## src/rtl/keyed_wdt.sv

```systemverilog
module keyed_wdt #(
  parameter int CNT_LOW_W = 12
) (
  input  logic        clk,
  input  logic        rst_n,
  input  logic        bus_wr,
  input  logic [1:0]  bus_addr,
  input  logic [31:0] bus_wdata,
  output logic [31:0] bus_rdata,
  output logic        wdt_rst,
  output logic        wdt_irq
);
  localparam int RLD_W = 12;
  localparam int CNT_W = RLD_W + CNT_LOW_W;
  localparam int PRE_W = 12;

  logic             en, rst_en, irq_en;
  logic [1:0]       len;
  logic [RLD_W-1:0] reload;
  logic [1:0]       sel;
  logic [CNT_W-1:0] cnt;
  logic [PRE_W-1:0] pre, mask;
  logic             expired;
  logic [4:0]       pulse;

  wire mode_ok = bus_wr && bus_addr == 2'd0 && bus_wdata[23:12] == 12'hABC;
  wire ctrl_ok = bus_wr && bus_addr == 2'd1 && bus_wdata[25:14] == 12'h248;
  wire kick    = bus_wr && bus_addr == 2'd2 && bus_wdata == 32'h0000_1999;
  wire load    = kick || (mode_ok && bus_wdata[0] && !en);
  wire tick    = en && pre == mask;
  wire hit     = !load && tick && cnt == CNT_W'(1);

  always_comb
    case (sel)
      2'd0: mask = PRE_W'(7);
      2'd1: mask = PRE_W'(63);
      2'd2: mask = PRE_W'(511);
      default: mask = PRE_W'(4095);
    endcase

  always_ff @(posedge clk or negedge rst_n)
    if (!rst_n) begin
      {en, rst_en, irq_en, len} <= '0;
      reload <= '0;
      sel    <= '0;
    end else begin
      if (mode_ok) {len, irq_en, rst_en, en} <= {bus_wdata[5:4], bus_wdata[2:0]};
      if (ctrl_ok) {reload, sel} <= bus_wdata[13:0];
    end

  always_ff @(posedge clk or negedge rst_n)
    if (!rst_n) begin
      cnt     <= '0;
      pre     <= '0;
      expired <= 1'b0;
    end else if (load) begin
      cnt     <= {reload, {CNT_LOW_W{1'b1}}};
      pre     <= '0;
      expired <= 1'b0;
    end else begin
      pre <= (!en || tick) ? '0 : pre + 1'b1;
      if (tick && cnt != '0) cnt <= cnt - 1'b1;
      if (hit) expired <= 1'b1;
    end

  always_ff @(posedge clk or negedge rst_n)
    if (!rst_n)              pulse <= '0;
    else if (hit && rst_en)  pulse <= 5'(2 << len);
    else if (pulse != '0)    pulse <= pulse - 1'b1;

  assign wdt_rst = pulse != '0;
  assign wdt_irq = expired && irq_en;

  always_comb
    case (bus_addr)
      2'd0: bus_rdata = {26'b0, len, 1'b0, irq_en, rst_en, en};
      2'd1: bus_rdata = {18'b0, reload, sel};
      2'd2: bus_rdata = '0;
      default: bus_rdata = {31'b0, expired};
    endcase

  p_mode_key_r2: assert property (@(posedge clk) disable iff (!rst_n)
    (bus_wr && bus_addr == 2'd0 && bus_wdata[23:12] != 12'hABC)
      |=> $stable({en, rst_en, irq_en, len}));

  p_ctrl_key_r3: assert property (@(posedge clk) disable iff (!rst_n)
    (bus_wr && bus_addr == 2'd1 && bus_wdata[25:14] != 12'h248)
      |=> $stable({reload, sel}));

  p_hold_off_r7: assert property (@(posedge clk) disable iff (!rst_n)
    (!en && !load) |=> $stable(cnt));

  p_step_one_r6: assert property (@(posedge clk) disable iff (!rst_n)
    (!load && cnt != '0) |=> (cnt == $past(cnt) || cnt == $past(cnt) - 1'b1));

  p_expiry_sticky_r8: assert property (@(posedge clk) disable iff (!rst_n)
    (expired && !load) |=> (expired && cnt == '0));

  p_pulse_start_r10: assert property (@(posedge clk) disable iff (!rst_n)
    $rose(wdt_rst) |-> $rose(expired));
endmodule

```

## config.mk

```make
export PLATFORM = sky130hd
export DESIGN_NAME = keyed_wdt
export DESIGN_NICKNAME = d
export VERILOG_FILES = /design/src/rtl/keyed_wdt.sv
export SDC_FILE = /design/constraint.sdc
export NUM_CORES = 1
export LEC_CHECK = 0
export ABC_AREA = 1
export BUFFER_PORTS_ARGS = -buffer_cell sky130_fd_sc_hd__buf_2
export CAP_MARGIN = 30
export CORE_ASPECT_RATIO = 0.9
export CORE_MARGIN = 2
export CORE_UTILIZATION = 35
export CTS_CLUSTER_SIZE = 25
export DETAILED_ROUTE_END_ITERATION = 7
export HOLD_SLACK_MARGIN = 0.02
export SYNTH_ARGS = -nofsm -noshare
export SYNTH_HDL_FRONTEND = slang
export SYNTH_SLANG_ARGS = --single-unit
```

## constraint.sdc

```tcl
create_clock -name clk -period 4.3 [get_ports clk]
set_input_delay 0.43 -clock clk [delete_from_list [all_inputs] [get_ports clk]]
set_output_delay 0.43 -clock clk [all_outputs]
set_load 0.1 [all_outputs]
```

### Yosys cells after proc, flatten, opt, wreduce, memory -nomap -nowiden

Index checks and enable logic that the tools add are counted.

| word-level totals | value |
|---|---|
| register bits after elaboration | 61 |
| input port bits | 37 |
| output and inout port bits | 34 |
| word-level logic and storage cells | 58 |

| cells by class | value |
|---|---|
| $add $sub $neg | 3 |
| equality and inequality tests | 9 |
| shift-type cells | 1 |
| muxes and demuxes | 10 |
| reduce and logical (&&, ||, !) cells | 25 |

Operators by type and width:

| operator | count |
|---|---|
| $mux W24 | 2 |
| $pmux W14 S3 | 1 |
| $pmux W12 S3 | 1 |
| $eq A32 B13 Y1 const B | 1 |
| $eq A24 B1 Y1 const B | 1 |
| $mux W12 | 2 |
| $reduce_bool A24 Y1 | 1 |
| $sub A24 B1 Y24 const B | 1 |
| $logic_and A1 B1 Y1 | 14 |
| $add A12 B1 Y12 const B | 1 |
| $eq A12 B10 Y1 const B | 1 |
| $eq A12 B12 Y1 | 1 |
| $eq A12 B12 Y1 const B | 1 |
| $mux W5 | 2 |
| $reduce_bool A2 Y1 | 3 |
| $reduce_bool A5 Y1 | 1 |
| $shl A2 B2 Y5 const A | 1 |
| $sub A5 B1 Y5 const B | 1 |
| $eq A2 B1 Y1 const B | 2 |
| $eq A2 B2 Y1 const B | 2 |
| $logic_not A2 Y1 | 2 |
| $logic_not A1 Y1 | 2 |
| $logic_or A1 B1 Y1 | 2 |
| $mux W1 | 2 |

### Depth between registers and ports, before layout

Gate-level depths: netlist of run 1.

| depth | value |
|---|---|
| depth after elaboration | 11 |
| depth in mapped cells | 12 |
| depth with buffers taken out | 12 |

### Worst setup path before layout of run 1

Ideal clock, no wire load.

| timing | value |
|---|---|
| path kind | input port to output port |
| from | in bus_addr[1] |
| to | out bus_rdata[4] |
| arrival | 2.774 ns |
| data required time | 3.870 ns |
| setup slack | 1.096 ns |
| cell stages on the path | 3 |
| buffers on the path | 0 |
| path through | nor2_1 > inv_1 > o21ai_0 |

| between the ends | value |
|---|---|
| word-level cells in the longest chain between the ends | 2 |
| elaborated cells on any way between the ends | 4 |
| classes of those cells | 2 x eq/ne; 1 x mux; 1 x reduce/logical |

RTL lines:

| item | RTL line | text |
|---|---|---|
| start: declaration | 7 | `input logic [1:0] bus_addr,` |
| $eq A2 B2 Y1, or another cell as far along | 75 | `case (bus_addr)` |
| $pmux W14 S3 (*) | 75 |  |
| end: declaration | 9 | `output logic [31:0] bus_rdata,` |

Every way passes the cells marked *; elsewhere a longest branch is shown, timed or not.

### Worst setup path after layout of run 1

| timing | value |
|---|---|
| from | in bus_addr[0] |
| to | out bus_rdata[0] |

The elaborated chain is that of the path after synthesis.

==> out/results.ini, run 1 <==
[grt]
grt_pass1_wl_um=16350
grt_usage_pct=16.82
grt-ovfl-total=0
antenna_found_initial=0
grt_max_degree=62
first_global_vias=3489

[detailed_routing]
drcViolationCount=0
wl_per_cell_um=12.21
detail-route-antenna-nets=0
first_pass_iters=5
vias=3570
viasPerCell=4.648
drtIter0Drc=157
routed_wl_um=9375

[clock_network]
htreeDepth=3
clkTransAtPathRegs_ns=0.06
cts-resized-gates=0
clk_path_buf_depth=2
root_buffer=clkbuf_16
cts_sinks=61
cts_hold_buf=0
clock_latency_ns=0.33
numCtsBuffers=9
cts_tree=built
post_cts_buffers=0

[sta]
fin_crit_ns=2.369
finClkSkew_ns=0.007514
fin_ws_ns=1.931
slew_viol_final=0
setup_viol=0
period_share_pct=55.08
hold_ws_ns=0.2655
tightestPinTransition_ns=0.9036
fmax_ghz=0.4222
setup_tns_ns=0
hold_violations=0
slew_headroom_pct=39.58
rsz0062_at_grt=no

[floorplan]
rows=36
core_region_area_mm2=0.01095
die_h_um=105.2
io_pins=71
start_util_pct=36.36
die_w_um=116.4
dieArea_mm2=0.01224

[placement]
gp_congestion=0.8875
place_area_mm2=0.004317
dp_hpwl_um=7093
port_buffers=52
pre_cts_ws_ns=1.918

[setup_path]
crit_arrival_ns=1.94
path_cells=buf_2 > inv_1 > nor2_1 > inv_1 > o221ai_1 > buf_2
rr_endpoint=cnt[1]
crit_slowest_cell=buf_2
rr_worst_depth=11
rr_startpoint=pre[0]
cp_max_fo=11
cp-start-kind=input port
cp_slowest_stage_delay_ns=0.48
required_ns=3.87
critPathKind=input port to output pin
end_kind=output pin
worst-r2r-setup-slack_ns=2.18

[finish]
antenna_cells=0
areaGrowthSynthToFinish_pct=16.25
final_common_cell=nand2_1
layout_common_cells=nand2_1, nor2_1, inv_1, dfrtp_1, nand3_1
drive_gt1_share_pct=14.45
stdcell_area_mm2=0.004627
final_nets=654

[synth]
synth_cell_type_count=39
synthCells=558
synth.ff_latch_count=61
syn_area_mm2=0.003980
yosysWarnings=0
synth_area_per_cell_um2=7.133
ys_seq_area_share_pct=38.35

[flow_run]
timing.max_cap.violations=0

[pwr]
power.density_mw_per_mm2=312.9
ir_drop_mv=0.1664
leakagePower_nw=2.375

[status]
status=finished clean

[min_path]
hp-class=input port to async pin

==> cell usage after synthesis (all sizes together) <==
cell type	count	area [um^2]
nand2	117	444.2
nor2	97	391.6
inv	80	300.3
dfrtp	61	1526
nand3	61	322.8
o21ai	30	150.1
buf	25	173.9
xor2	20	175.2
nor3	13	70.07
nand4	12	75.07
xnor2	7	61.31
ha	6	75.07
mux2	5	56.30
o211ai	5	37.54
clkbuf	3	11.26
a21oi	2	10.01
nand3b	2	15.01
nor4	2	12.51
a21o	1	7.510
a22o	1	8.760
a31oi	1	6.260
conb	1	3.750
o21a	1	7.510
o221ai	1	8.760
o22ai	1	6.260
o31ai	1	7.510
o41ai	1	8.760
or2	1	6.260
==> layout make-up <==
class	count	area (um^2)
clock buffers	10	239.0
clock inverters	6	71.32
fillers	1115	6319
inverters	80	300.3
multi-input cells	406	2032
flip-flops and latches	61	1526
well taps	152	190.2
repair buffers	53	267.8
==> power breakdown <==
group / switching [mW] / total (mW) / internal [mW] / leakage [nW]
sequential: 0.000264 / 0.575 / 0.575 / 0.821
combinational: 0.110 / 0.129 / 0.0193 / 1.41
clock: 0.276 / 0.743 / 0.468 / 0.145
==> worst max-delay path: cells and delay by family <==
| kind | cells | cell delay, ns |
|---|---|---|
| compound gates | 1 | 0.29 |
| buf+inv | 4 | 0.91 |
| simple gates | 1 | 0.30 |
==> through the flow <==
| stage | std cells | power, mW | utilization [%] |
|---|---|---|---|
| after global routing | 768 | 1.503 | 42.27 |
| after CTS | 768 | 1.463 | 42.27 |
| after global placement | 752 | 0.7151 | 39.44 |
| after floorplan | 575 | 0.6889 | - |
| after detailed placement | 752 | 0.7153 | 39.44 |
| final | 768 | 1.448 | 42.27 |
==> worst max path at each step <==
stage	depth (start not counted)	start	slack, ns	to
finish	6	bus_addr[0]	1.93	bus_rdata[0]
floorplan	3	bus_addr[1]	1.10	bus_rdata[4]
CTS	6	bus_addr[0]	1.95	bus_rdata[0]
global route	6	bus_addr[0]	1.82	bus_rdata[0]
global placement	5	bus_addr[0]	1.95	reload[6]
detailed placement	5	bus_addr[0]	1.92	reload[6]
==> cell families (layout without fill, tap and decap cells) <==
| group | after synthesis | count (layout) | share of synthesized area, % |
|---|---|---|---|
| other cells | 1 | 18 | 0.09422 |
| fa+ha+maj | 6 | 6 | 1.886 |
| buf+inv | 108 | 149 | 12.20 |
| xor+xnor | 27 | 27 | 5.942 |
| simple gates | 305 | 305 | 33.61 |
| flops | 61 | 61 | 38.35 |
| compound gates | 45 | 45 | 6.508 |
| mux | 5 | 5 | 1.415 |
==> per-layer routing <==
layer | vias up | routed length [um] | track usage, %
met2 | 91 | 4233 | 26.12
met1 | 1627 | 4545 | 23.18
li1 | 1839 | - | -
met3 | 13 | 436 | 3.422
met5 | - | 0 | 0
met4 | 0 | 159 | 5.782
==> registers in the layout, summed over array words and instances (netlist names) <==
signal,flops
reload,12
sel,2
rst_en,1
expired,1
len,2
en,1
pre,12
cnt,24
irq_en,1
pulse,5
(Power assumes the default switching activity.)
==> inputs of run 2 (changes only) <==
- clock period: 4.3 -> 2.1 ns (I/O delays scaled with it)
==> run 2 against run 1 <==
Compared with the run above:
- die area is the same
- sequential share of layout area shrank 2.1 points
- design area grew 6.9%
- highest routed layer unchanged
==> out/results.ini, run 2 (synthesis results as in run 1) <==
[status]
status=finished clean  ; unchanged

[clock_network]
cts_sinks=61  ; unchanged
htreeDepth=3  ; unchanged
numCtsBuffers=9  ; unchanged
root_buffer=clkbuf_16  ; unchanged
clock_latency_ns=0.34  ; was 0.33 ns
cts_tree=built  ; unchanged
clkTransAtPathRegs_ns=0.05  ; was 0.06 ns
clk_path_buf_depth=2  ; unchanged

[detailed_routing]
first_pass_iters=4  ; was 5
viasPerCell=4.636  ; was 4.648
detail-route-antenna-nets=0  ; unchanged
wl_per_cell_um=12.37  ; was 12.21 um
routed_wl_um=9687  ; was 9375 um
drcViolationCount=0  ; unchanged
drtIter0Drc=139  ; was 157
vias=3630  ; was 3,570

[finish]
drive_gt1_share_pct=17.75  ; was 14.45%
areaGrowthSynthToFinish_pct=24.33  ; was 16.25%
antenna_cells=0  ; unchanged
final-instance-count-excl-fill=783  ; was 768
regMostFlops=cnt  ; unchanged
layout_common_cells=nand2_1, nor2_1, inv_1, dfrtp_1, nand3_1  ; unchanged
largest_register_ffs=24  ; unchanged
final_common_cell=nand2_1  ; unchanged
final_nets=669  ; was 654
biggestRegsByFlops=cnt x24, pre x12, reload x12  ; unchanged
stdcell_area_mm2=0.004949  ; was 0.004627 mm^2
utilization_pct=45.21  ; was 42.27%

[sta]
rsz0062_at_grt=no  ; unchanged
fin_ws_ns=0.1073  ; was 1.931 ns
setup_tns_ns=0  ; unchanged
hold_violations=0  ; unchanged
finClkSkew_ns=0.009091  ; was 0.007514 ns
slew_headroom_pct=60.96  ; was 39.58%
slew_viol_final=0  ; unchanged
fmax_ghz=0.5018
hold_ws_ns=0.1370  ; was 0.2655 ns
setup_viol=0  ; unchanged
period_share_pct=94.89
fin_crit_ns=1.993
tightestPinTransition_ns=0.5856  ; was 0.9036 ns

[pwr]
p_switching_uw=778.3  ; was 385.9 uW
fin_total_pwr_mw=2.984  ; was 1.448 mW
internal-power_mw=2.206  ; was 1.062 mW
p_clk_share_pct=51.2  ; was 51.4%
seq_power_share_pct=39.5  ; was 39.7%
swShare_pct=26.08  ; was 26.66%
ir_drop_mv=0.4169  ; was 0.1664 mV
leakagePower_nw=2.478  ; was 2.375 nW
p_comb_share_pct=9.3  ; was 8.9%
power.density_mw_per_mm2=603.0  ; was 312.9 mW/mm^2

[setup_path]
crit_arrival_ns=1.78  ; was 1.94 ns
crit_slowest_cell=buf_2  ; unchanged
critPathKind=flip-flop to output pin  ; was input port to output pin
path_cells=inv_1 > ha_1 > inv_1 > nor2_1 > nand2_1 > buf_2  ; was buf_2 > inv_1 > nor2_1 > inv_1 > o221ai_1 > buf_2
cp-startpoint=pulse[0]  ; was bus_addr[0]
end_kind=output pin  ; unchanged
required_ns=1.89  ; was 3.87 ns
cp_common_cell=inv_1
cp_slowest_stage_delay_ns=0.49  ; was 0.48 ns
cp-start-kind=flip-flop  ; was input port
rr_startpoint=pre[0]  ; unchanged
cp_max_fo=6  ; was 11

[floorplan]
io_pins=71  ; unchanged
die_h_um=105.2  ; unchanged
start_util_pct=36.36  ; unchanged
dieArea_mm2=0.01224  ; unchanged
die_w_um=116.4  ; unchanged
rows=36  ; unchanged
core_region_area_mm2=0.01095  ; unchanged

[grt]
antenna_found_initial=0  ; unchanged
grt_pass1_wl_um=16290  ; was 16,350 um
grt_usage_pct=16.90  ; was 16.82%
grt-ovfl-total=0  ; unchanged
grt_max_degree=39  ; was 62
first_global_vias=3488  ; was 3,489

[placement]
dp_hpwl_um=7330  ; was 7093 um
pre_cts_ws_ns=0.1636  ; was 1.918 ns
place_area_mm2=0.004562  ; was 0.004317 mm^2
gp_congestion=0.9139  ; was 0.8875
dp.cells=758  ; was 752
port_buffers=52  ; unchanged

[flow_run]
timing.max_cap.violations=0  ; unchanged

[min_path]
holdCritStartpoint=bus_wdata[11]
hp-class=input port to flip-flop  ; was input port to async pin

run 2: cell count changes in the layout (fill, tap and decap cells not counted), sizes merged:
cell,previous run,this run
buf,53,67
inv,81,80
clkbuf,10,11
dlygate4sd3,0,1
run 2: layout make-up:
type                    count  area, um^2
clock inverters             5       58.81
repair buffers             68       560.5
fillers                  1121        5997
clock buffers              11       252.7
flip-flops and latches     61        1526
multi-input cells         406        2059
well taps                 152       190.2
inverters                  80       300.3
run 2: worst max-delay path: cells and delay by family, from the launching register on:
family | cells | cell delay (ns)
adders and majority gates | 1 | 0.20
buffers and inverters | 3 | 0.63
DFF | 1 | 0.37
and+or+nand+nor | 2 | 0.23
run 2: path summary, 6_finish.rpt:
| path | slack [ns] | to | depth (start not counted) |
|---|---|---|---|
| max in group asynchronous | 1.07 | pre[10] | 3 |
| setup / recovery | 0.11 | wdt_rst | 6 |
| hold reg to reg | 0.46 | pre[0] | 1 |
| hold / removal | 0.14 | reload[9] | 2 |
| min in group asynchronous | 0.42 | cnt[11] | 2 |
| setup reg to reg | 0.28 | cnt[23] | 11 |
run 2: repair_timing:
action / CTS / global route
endpoints found under the hold margin: 23 / 0
setup buffers: 0 / 8
hold buffers: 1 / 0
gates resized for setup: 0 / 1
endpoints found under the setup margin: 0 / 3
run 2: metal layers:
layer  track usage [%]  vias to the layer above  routed length (um)
met5                 0                        -                   0
met4             7.143                        0                 219
met3             4.234                       15                 455
met2             25.96                       85                4382
met1             22.49                     1654                4629
li1                  -                     1876                   -
run 2: power by group through the flow:
stage / registers [mW] / clock network [mW] / logic, mW
global placement: 1.20 / 0 / 0.275
floorplan: 1.20 / 0 / 0.214
global route: 1.18 / 1.62 / 0.300
detailed placement: 1.20 / 0 / 0.277
finish: 1.18 / 1.53 / 0.277
CTS: 1.18 / 1.57 / 0.279
